## config.mk

```make
export PLATFORM = sky130hd
export DESIGN_NAME = wadd_cpu
export DESIGN_NICKNAME = d
export VERILOG_FILES = /design/src/rtl/wadd_pkg.sv /design/src/rtl/wadd_alu.sv /design/src/rtl/wadd_regfile.sv /design/src/rtl/wadd_ctrl.sv /design/src/rtl/wadd_datapath.sv /design/src/rtl/wadd_cpu.sv
export SDC_FILE = /design/constraint.sdc
export NUM_CORES = 1
export LEC_CHECK = 0
export ABC_AREA = 1
export BUFFER_PORTS_ARGS = -buffer_cell sky130_fd_sc_hd__buf_2
export CAP_MARGIN = 20
export CORE_AREA = 2 2 79 100
export DETAILED_ROUTE_END_ITERATION = 12
export DIE_AREA = 0 0 81 102
export GPL_TIMING_DRIVEN = 0
export PLACE_DENSITY = 0.79
export RECOVER_POWER = 50
export SYNTH_ARGS = -nofsm -noshare
export SYNTH_HDL_FRONTEND = slang
export SYNTH_HIERARCHICAL = 1
export SYNTH_SLANG_ARGS = --single-unit
export TNS_END_PERCENT = 1
```

## constraint.sdc

```tcl
create_clock -name clk_i -period 4.5 [get_ports clk_i]
set_clock_uncertainty 0.1 [all_clocks]
set_input_delay 0.45 -clock clk_i [delete_from_list [all_inputs] [get_ports clk_i]]
set_output_delay 0.45 -clock clk_i [all_outputs]
set_load 0.02 [all_outputs]
```

## src/rtl/wadd_pkg.sv

```systemverilog
package wadd_pkg;

  typedef enum logic [3:0] {
    ST_F0, ST_F1, ST_F2, ST_F3, ST_F4,
    ST_E0, ST_E1, ST_E2, ST_E3, ST_E4, ST_E5
  } state_e;

  typedef enum logic [1:0] {
    BUS_NONE, BUS_PC, BUS_MDR, BUS_RF
  } bus_src_e;

  typedef struct packed {
    bus_src_e bus_src;
    logic     mar_ld;
    logic     pc_inc;
    logic     mem_rd;
    logic     mdr_ld;
    logic     ac_ld_bus;
    logic     ac_add;
    logic     add_zero;
    logic     use_cin;
    logic     c_we;
    logic     ir_ld;
    logic     rf_we;
    logic     rf_hi;
  } ctrl_t;

endpackage

```

## src/rtl/wadd_alu.sv

```systemverilog
module wadd_alu #(
  parameter int W = 8
) (
  input  logic [W-1:0] a_i,
  input  logic [W-1:0] b_i,
  input  logic         cin_i,
  output logic [W-1:0] sum_o,
  output logic         cout_o
);
  assign {cout_o, sum_o} = {1'b0, a_i} + {1'b0, b_i} + {{W{1'b0}}, cin_i};
endmodule

```

## src/rtl/wadd_regfile.sv

```systemverilog
module wadd_regfile #(
  parameter int DATA_W   = 8,
  parameter int NUM_REGS = 32,
  parameter int LO_IDX   = 30,
  parameter int HI_IDX   = 31
) (
  input  logic                clk_i,
  input  logic                rst_ni,
  input  logic                sel_hi_i,
  input  logic                we_i,
  input  logic [DATA_W-1:0]   wdata_i,
  output logic [DATA_W-1:0]   rdata_o,
  output logic [2*DATA_W-1:0] pair_o
);
  localparam int IDX_W = $clog2(NUM_REGS);

  logic [DATA_W-1:0] regs_q [NUM_REGS];
  logic [IDX_W-1:0]  idx;

  // single port: one index serves the read and the write
  assign idx = sel_hi_i ? IDX_W'(HI_IDX) : IDX_W'(LO_IDX);

  for (genvar g = 0; g < NUM_REGS; g++) begin : g_reg
    always_ff @(posedge clk_i or negedge rst_ni) begin
      if (!rst_ni)                        regs_q[g] <= '0;
      else if (we_i && idx == IDX_W'(g))  regs_q[g] <= wdata_i;
    end
  end

  assign rdata_o = regs_q[idx];
  assign pair_o  = {regs_q[HI_IDX], regs_q[LO_IDX]};
endmodule

```

## src/rtl/wadd_ctrl.sv

```systemverilog
module wadd_ctrl
  import wadd_pkg::*;
#(
  parameter logic [7:0] OPCODE = 8'h3C
) (
  input  logic       clk_i,
  input  logic       rst_ni,
  input  logic [7:0] ir_i,
  output ctrl_t      ctrl_o,
  output state_e     state_o,
  output logic       done_o
);
  state_e state_q, state_d;
  logic   op_hit;

  assign op_hit = (ir_i == OPCODE);

  always_comb begin
    unique case (state_q)
      ST_F0:   state_d = ST_F1;
      ST_F1:   state_d = ST_F2;
      ST_F2:   state_d = ST_F3;
      ST_F3:   state_d = ST_F4;
      ST_F4:   state_d = ST_E0;
      ST_E0:   state_d = ST_E1;
      ST_E1:   state_d = ST_E2;
      ST_E2:   state_d = ST_E3;
      ST_E3:   state_d = ST_E4;
      ST_E4:   state_d = ST_E5;
      default: state_d = ST_F0;
    endcase
  end

  always_ff @(posedge clk_i or negedge rst_ni) begin
    if (!rst_ni) state_q <= ST_F0;
    else         state_q <= state_d;
  end

  always_comb begin
    ctrl_o = '0;
    ctrl_o.bus_src = BUS_NONE;
    unique case (state_q)
      // MAR <- PC ; PC++
      ST_F0: begin ctrl_o.bus_src = BUS_PC; ctrl_o.mar_ld = 1'b1; ctrl_o.pc_inc = 1'b1; end
      // read low byte ; MAR <- PC ; PC++
      ST_F1: begin
        ctrl_o.bus_src = BUS_PC; ctrl_o.mar_ld = 1'b1; ctrl_o.pc_inc = 1'b1;
        ctrl_o.mem_rd  = 1'b1;
      end
      // MDR <- imm ; read high byte
      ST_F2: begin ctrl_o.mem_rd = 1'b1; ctrl_o.mdr_ld = 1'b1; end
      // AC <- MDR (imm) ; MDR <- opcode
      ST_F3: begin ctrl_o.bus_src = BUS_MDR; ctrl_o.ac_ld_bus = 1'b1; ctrl_o.mdr_ld = 1'b1; end
      // IR <- MDR
      ST_F4: begin ctrl_o.bus_src = BUS_MDR; ctrl_o.ir_ld = 1'b1; end
      // AC <- AC + R30 ; C
      ST_E0: begin ctrl_o.bus_src = BUS_RF; ctrl_o.ac_add = 1'b1; ctrl_o.c_we = op_hit; end
      // R30 <- AC
      ST_E1: begin ctrl_o.rf_we = op_hit; end
      // AC <- R31
      ST_E2: begin ctrl_o.bus_src = BUS_RF; ctrl_o.rf_hi = 1'b1; ctrl_o.ac_ld_bus = 1'b1; end
      // AC <- AC + 0 + C ; C
      ST_E3: begin
        ctrl_o.ac_add = 1'b1; ctrl_o.add_zero = 1'b1; ctrl_o.use_cin = 1'b1;
        ctrl_o.c_we   = op_hit;
      end
      // R31 <- AC
      ST_E4: begin ctrl_o.rf_hi = 1'b1; ctrl_o.rf_we = op_hit; end
      default: ;
    endcase
  end

  assign state_o = state_q;
  assign done_o  = (state_q == ST_E5);
endmodule

```

## src/rtl/wadd_datapath.sv

```systemverilog
module wadd_datapath
  import wadd_pkg::*;
#(
  parameter int DATA_W   = 8,
  parameter int ADDR_W   = 16,
  parameter int NUM_REGS = 32,
  parameter int LO_IDX   = 30,
  parameter int HI_IDX   = 31
) (
  input  logic                clk_i,
  input  logic                rst_ni,
  input  ctrl_t               ctrl_i,
  input  logic [DATA_W-1:0]   mem_rdata_i,
  output logic [ADDR_W-1:0]   mem_addr_o,
  output logic [DATA_W-1:0]   ir_o,
  output logic [2*DATA_W-1:0] pair_o,
  output logic                carry_o
);
  localparam int PAD_W = ADDR_W - DATA_W;

  logic [ADDR_W-1:0] pc_q, mar_q, bus;
  logic [DATA_W-1:0] mdr_q, ir_q, ac_q;
  logic              c_q;
  logic [DATA_W-1:0] rf_rdata, alu_b, alu_sum;
  logic              alu_cout;

  always_comb begin
    unique case (ctrl_i.bus_src)
      BUS_PC:  bus = pc_q;
      BUS_MDR: bus = {{PAD_W{1'b0}}, mdr_q};
      BUS_RF:  bus = {{PAD_W{1'b0}}, rf_rdata};
      default: bus = '0;
    endcase
  end

  assign alu_b = ctrl_i.add_zero ? '0 : bus[DATA_W-1:0];

  wadd_alu #(.W(DATA_W)) u_alu (
    .a_i   (ac_q),
    .b_i   (alu_b),
    .cin_i (ctrl_i.use_cin & c_q),
    .sum_o (alu_sum),
    .cout_o(alu_cout)
  );

  wadd_regfile #(
    .DATA_W(DATA_W), .NUM_REGS(NUM_REGS), .LO_IDX(LO_IDX), .HI_IDX(HI_IDX)
  ) u_rf (
    .clk_i   (clk_i),
    .rst_ni  (rst_ni),
    .sel_hi_i(ctrl_i.rf_hi),
    .we_i    (ctrl_i.rf_we),
    .wdata_i (ac_q),
    .rdata_o (rf_rdata),
    .pair_o  (pair_o)
  );

  always_ff @(posedge clk_i or negedge rst_ni) begin
    if (!rst_ni) begin
      pc_q  <= '0;
      mar_q <= '0;
      mdr_q <= '0;
      ir_q  <= '0;
      ac_q  <= '0;
      c_q   <= 1'b0;
    end else begin
      if (ctrl_i.pc_inc)      pc_q  <= pc_q + ADDR_W'(1);
      if (ctrl_i.mar_ld)      mar_q <= bus;
      if (ctrl_i.mdr_ld)      mdr_q <= mem_rdata_i;
      if (ctrl_i.ir_ld)       ir_q  <= bus[DATA_W-1:0];
      if (ctrl_i.ac_add)      ac_q  <= alu_sum;
      else if (ctrl_i.ac_ld_bus) ac_q <= bus[DATA_W-1:0];
      if (ctrl_i.c_we)        c_q   <= alu_cout;
    end
  end

  assign mem_addr_o = mar_q;
  assign ir_o       = ir_q;
  assign carry_o    = c_q;
endmodule

```

## src/rtl/wadd_cpu.sv

```systemverilog
module wadd_cpu
  import wadd_pkg::*;
#(
  parameter int         DATA_W   = 8,
  parameter int         ADDR_W   = 16,
  parameter int         NUM_REGS = 32,
  parameter logic [7:0] OPCODE   = 8'h3C
) (
  input  logic                clk_i,
  input  logic                rst_ni,
  output logic [ADDR_W-1:0]   mem_addr_o,
  output logic                mem_rd_o,
  input  logic [DATA_W-1:0]   mem_rdata_i,
  output logic [2*DATA_W-1:0] pair_o,
  output logic                carry_o,
  output logic                done_o
);
  localparam int HI_IDX = NUM_REGS - 1;
  localparam int LO_IDX = NUM_REGS - 2;

  ctrl_t       ctrl;
  state_e      state_w;
  logic [7:0]  ir_w;

  wadd_ctrl #(.OPCODE(OPCODE)) u_ctrl (
    .clk_i  (clk_i),
    .rst_ni (rst_ni),
    .ir_i   (ir_w),
    .ctrl_o (ctrl),
    .state_o(state_w),
    .done_o (done_o)
  );

  wadd_datapath #(
    .DATA_W(DATA_W), .ADDR_W(ADDR_W), .NUM_REGS(NUM_REGS),
    .LO_IDX(LO_IDX), .HI_IDX(HI_IDX)
  ) u_dp (
    .clk_i      (clk_i),
    .rst_ni     (rst_ni),
    .ctrl_i     (ctrl),
    .mem_rdata_i(mem_rdata_i),
    .mem_addr_o (mem_addr_o),
    .ir_o       (ir_w),
    .pair_o     (pair_o),
    .carry_o    (carry_o)
  );

  assign mem_rd_o = ctrl.mem_rd;
endmodule

```

# Yosys cells after proc, flatten, opt, wreduce, memory -nomap -nowiden

Memories as Yosys holds them, arrays and structs flattened. A register that Yosys moved wholly into a read port is not among the register bits.
Cells that the tools add are included.

Add/sub/neg operators: 3
$mul: 0
Divide/modulo/power cells: 0
Order comparisons: 1
Equal/unequal tests: 45
Shifts and indexed selects: 0
Multiplexer cells: 19
Bitwise logic cells: 2
Reduce and logical (&&, ||, !) cells: 45

Operators by type and width:

| kind                  | number |
|---|---|
| $eq 5x5->1 const B    | 16 |
| $pmux 16 s3           | 1 |
| $bmux 8 s5            | 1 |
| $eq 5x4->1 const B    | 8 |
| $mux 8                | 5 |
| $logic_and 1x1->1     | 32 |
| $eq 5x3->1 const B    | 4 |
| $reduce_or 2->1       | 9 |
| $add 16x1->16 const B | 1 |
| $eq 4x3->1 const B    | 4 |
| $eq 4x4->1 const B    | 3 |
| $eq 5x2->1 const B    | 2 |
| $add 8x8->9           | 1 |
| $add 9x1->9           | 1 |
| $mux 1                | 9 |
| $eq 4x2->1 const B    | 2 |
| $eq 8x6->1 const B    | 1 |
| $ge 6x6->1 const B    | 1 |
| $not 5->6             | 1 |
| $pmux 2 s3            | 1 |
| $eq 5x1->1 const B    | 1 |
| $logic_not 5->1       | 1 |
| $eq 2x2->1 const B    | 2 |
| $eq 4x1->1 const B    | 1 |
| 6 further kinds       | 7 |

Bits in registers: 313
Latch bits: 0
Bits in writable memories: 0
Bits in read-only memories: 64
Memories kept: 1

Memory list:

| name            | words | width | rd ports | clocked after Yosys merged registers in | write ports | RTL line        | RTL |
|---|---|---|---|---|---|---|---|
| (no name shown) | 16    | 4     | 1        | 1                                       | 0           | wadd_ctrl.sv:19 | `unique case (state_q)` |

# Logic depth before layout (Yosys ltp)

Depth after elaboration: 13
Mapped depth: 23
Gate-level depth less buffers: 21

# Cells and area by module

Netlist, hierarchy kept.

By module, submodules not included:

| module        | instances | cells an instance | area an instance (µm²) | sequential area each (µm²) |
|---|---|---|---|---|
| wadd_datapath | 1         | 307               | 2663.8                 | 1426.4 |
| wadd_regfile  | 1         | 96                | 789.5                  | 400.4 |
| wadd_ctrl     | 1         | 65                | 421.7                  | 100.1 |
| wadd_alu      | 1         | 59                | 384.1                  | 0.0 |

# Least setup slack after synthesis

Ideal clock, no wire load.

Path type: flip-flop to flip-flop
Start point: register u_ctrl.state_q[1] (netlist: u_ctrl/state_o[1])
End point: register u_dp.c_q (netlist: u_dp/carry_o)
Setup time: 125 ps
Arrival time: 3010 ps
Slack: 1266 ps
Cell stages (with the launch flop): 23
Path buffers: 2
Path through: dfrtp_1 inv_1 ha_1 nand3_1 nand2_1 buf_6 inv_8 buf_8 nand2_1 nand2_1 nand2_1 nand3_1 nand2_1 inv_1 fa_1 fa_1 nand2_1 nand2_1 nand3b_4 nand2_2 nand2_1 nand2_1 mux2_2

RTL lines:

| what                 | RTL line            | RTL |
|---|---|---|
| start, declared      | wadd_ctrl.sv:13     | `state_e state_q, state_d;` |
| end signal, assigned | wadd_datapath.sv:73 | `if (ctrl_i.c_we) c_q <= alu_cout;` |
| end, declared        | wadd_datapath.sv:23 | `logic c_q;` |

==> summary.txt <==
GRT
  • Largest net degree at the start of global routing: 40
  • Total GRT Usage: approximately 25%
  • Vias in the first global route: about 3300
  • GR Overflow Total: 0
  • First-pass GRT wire length: ~16 mm
  • Initial antenna violation count: 0

Worst hold path
  • Worst hold path depth: 2
  • Min-delay src: mem_rdata_i[6]
  • Hold endpoint: u_dp/mdr_q[6]$_DFFE_PN0P_
  • Worst Hold Class: input port to register

Cells and area
  • Fillers: 628
  • Commonest cells after routing, fill and taps aside: nand2_1 (191), dfrtp_1 (77), inv_1 (68)
  • Ant diodes: 0
  • Fin nets: between 600 and 700
  • Proportion of layout cells with a drive suffix above 1: between 10% and 20%
  • Area Growth Syn to Fin: 13.48%
  • Multi-input logic area: a little under 2000 µm²
  • Register area: about 1900 µm²
  • Commonest non-fill, non-tap cell in the layout: nand2_1
  • Finished Layout Cells: about 680
  • Final Util: 66.49%

Synth
  • Number of synthesized flops with an enable pin: 0
  • Ys Warns: 6
  • Unique masters post-synth: 31
  • Post-synthesis sequential element count: 77
  • Post-Syn Area: ~4300 µm²
  • Syn Inst Count: roughly 530
  • Mapped Avg Cell Area: between 8 and 9 µm²
  • Top_reg_cell synth: dfrtp_1
  • Synth async-reset ratio: 100.0%
  • Syn_nets: between 500 and 600
  • Sequential share of the synthesized area: a little under half

Placement
  • GPL Wtd Cong: 0.8227
  • # port buffers: 44
  • DP HPWL: about 7.2 mm
  • Dpl ws: roughly 790 ps
  • # placed instances: around 660

Clock tree
  • Insertion delay to the later sink of the worst-skew pair: ~350 ps
  • Clk pin slew, worst setup/hold paths: about 80 ps
  • Deepest clock path buffer count: 2
  • CTS Sinks: slightly below 80
  • Root Buffer: clkbuf_8
  • CTS H-tree depth: 3
  • CTS tree: built
  • TritonCTS buffer count: 9
  • Post-CTS setup buffer count: 0

Die
  • Die area: 8262 µm²
  • Row count: 35
  • Die Height: 102 µm
  • I/O Pins: 45
  • CORE AREA: 7269 µm²
  • Initial Util: between 50 and 60%
  • DIE WIDTH: 81 µm

Job
  • Max-Cap Viols: 1

Detailed routing
  • DRT Wirelength: 9.726 mm
  • Vias/cell: 5.195
  • Via count: ~3500
  • Final ANT Viol Nets: 0
  • Initial DRC count: between 200 and 300
  • Wire per inst: 14.28 µm
  • # DRC: 0
  • TritonRoute pass-1 iters: 5

STA
  • RSZ-0062 raised after global routing: no
  • Final setup violation count: 0
  • Tmin final: roughly 3700 ps
  • Post-route setup TNS: 0 ps
  • Setup slack after layout: between 700 and 800 ps
  • Final count of hold timing violations: 0
  • Final Cycle Share: between 80 and 90%
  • Max Freq: between 0.2 and 0.3 GHz
  • Slew Viols, Final: 40
  • Slew HR: -41.84%
  • Least-Margin Pin Slew: roughly 2100 ps

Run status
  • Failing checks: capacitance limit, slew limit
  • Outcome: complete, but fails checks

Worst setup path
  • Crit path launch type: register
  • Reg-to-reg critical path endpoint: u_dp/carry_o$_DFFE_PN0P_
  • Critical Path Start: u_ctrl/state_o[1]$_DFF_PN0_
  • FF-to-FF path depth: 19
  • Worst Setup End Kind: register
  • Crit path arrival time: 3860 ps
  • CP Class: register to register
  • Critical R2R Launch: u_ctrl/state_o[1]$_DFF_PN0_
  • R2r setup slk: ~800 ps
  • Maximum fanout along the worst path: 8
  • Worst Path Required: ~4600 ps

Power and ir drop
  • Clock Power Share: 45.4%
  • LEAKAGE: approximately 2.6 nW
  • Net Switching: slightly above 0.0003 W
  • Switching share of total power: between 20% and 30%
  • Power Density: about 290 nW/µm²
  • Flop pwr share: 50.9%
  • Comb pwr share: 3.7%
  • Design internal power: about 0.0011 W
  • VDD IR-drop max: 0.1853 mV
## synthesized netlist by cell type, types with 2 or more instances
master | n | area (µm²)
nand3b_1 | 2 | 15.01
nor2_1 | 17 | 63.81
buf_4 | 2 | 15.01
nand3_1 | 48 | 240.2
buf_6 | 6 | 67.56
nor2_4 | 6 | 67.56
o21ai_0 | 28 | 140.1
nand2_1 | 191 | 716.9
clkbuf_1 | 4 | 15.01
inv_2 | 4 | 15.01
nand3_2 | 6 | 60.06
nor2_2 | 3 | 18.77
ha_1 | 14 | 175.2
fa_1 | 2 | 40.04
nand2_2 | 7 | 43.79
or2_4 | 2 | 17.52
inv_1 | 68 | 255.2
dfrtp_1 | 77 | 1927
xor2_1 | 7 | 61.31
xnor2_1 | 7 | 61.31
nand4_1 | 4 | 25.02
a21oi_1 | 3 | 15.01
nand2_4 | 2 | 22.52
mux2_2 | 10 | 112.6
## state kept, by name (all words and copies together) (netlist names)
| register | flops |
|---|---|
| u_dp/mem_addr_o | 16 |
| u_dp/pc_q | 16 |
| u_dp/u_rf/pair_o | 16 |
| u_dp/ac_q | 8 |
| u_dp/ir_o | 8 |
| u_dp/mdr_q | 8 |
| u_ctrl/state_o | 4 |
| u_dp/carry_o | 1 |
## critical path: stages, from the launching register on
cell,delay [ps]
dfrtp_1,420
inv_1,100
ha_1,240
o21ai_0,300
nand2_1,200
nand2_1,110
inv_1,110
nand2_1,80
nand3_1,200
nand2_1,120
inv_1,60
fa_1,430
fa_1,440
nand2_1,90
nand2_1,100
nand3b_4,90
nand2_2,50
nand2_1,60
nand2_1,50
mux2_2,250
## power groups by stage
stage | clock network (W) | logic (W) | registers [W]
floorplan | 0 | 0.0000276 | 0.000724
global placement | 0 | 0.0000494 | 0.000726
detailed placement | 0 | 0.0000536 | 0.000727
CTS | 0.000646 | 0.0000544 | 0.000713
global route | 0.000683 | 0.0000591 | 0.000714
finish | 0.000636 | 0.0000515 | 0.000713
## cell type report
type                       instances  area share, %
buffer                            15          2.511
clock buffer                       9          2.563
clock inverter                     7          2.537
inverter                          73          5.824
multi-input combinational        362          39.81
sequential                        77          39.87
tap                               92          2.382
timing repair buffer              46          4.504
## how the worst max path moves through the flow
stage | to | depth (start not counted)
final | u_dp/carry_o$_DFFE_PN0P_ | 19
after global routing | u_dp/carry_o$_DFFE_PN0P_ | 19
after CTS | u_dp/carry_o$_DFFE_PN0P_ | 19
after detailed placement | u_dp/carry_o$_DFFE_PN0P_ | 19
after global placement | u_dp/carry_o$_DFFE_PN0P_ | 19
after floorplan | u_dp/carry_o$_DFFE_PN0P_ | 22
## per-layer routing
| layer | up-vias | track usage, % | wire [µm] |
|---|---|---|---|
| met5 | - | 0 | 0 |
| met4 | 0 | 6.910 | 130 |
| met3 | 10 | 4.770 | 532 |
| met2 | 102 | 42.78 | 5022 |
| met1 | 1685 | 32.77 | 4040 |
| li1 | 1741 | - | - |
## cell families after synthesis
kind of cell	after synthesis	share of synthesized area, %
muxes	10	2.644
buffers and inverters	88	9.459
adders and majority gates	16	5.053
and+or+nand+nor	289	30.79
AOI/OAI and AO/OA	33	3.936
xor gates and xnor gates	14	2.879
DFF	77	45.24
## what timing repair did
action / 4_1_cts / 5_1_grt
setup endpoints to repair: 0 / 0
hold buffers: 1 / 0
resized for setup: 0 / 0
hold endpoints to repair: 38 / 0
## stage by stage
| stage | area [µm²] | hold slack [ps] | power (W) |
|---|---|---|---|
| floorplan | 4259 | 54.41 | 0.0007517 |
| global placement | 4594 | 384.4 | 0.0007750 |
| detailed placement | 4617 | 355.3 | 0.0007801 |
| CTS | 4873 | 217.6 | 0.001413 |
| global route | 4833 | 210.4 | 0.001456 |
| finish | 4833 | 229.5 | 0.001400 |
Note: power is estimated with default switching activity, not from simulation.
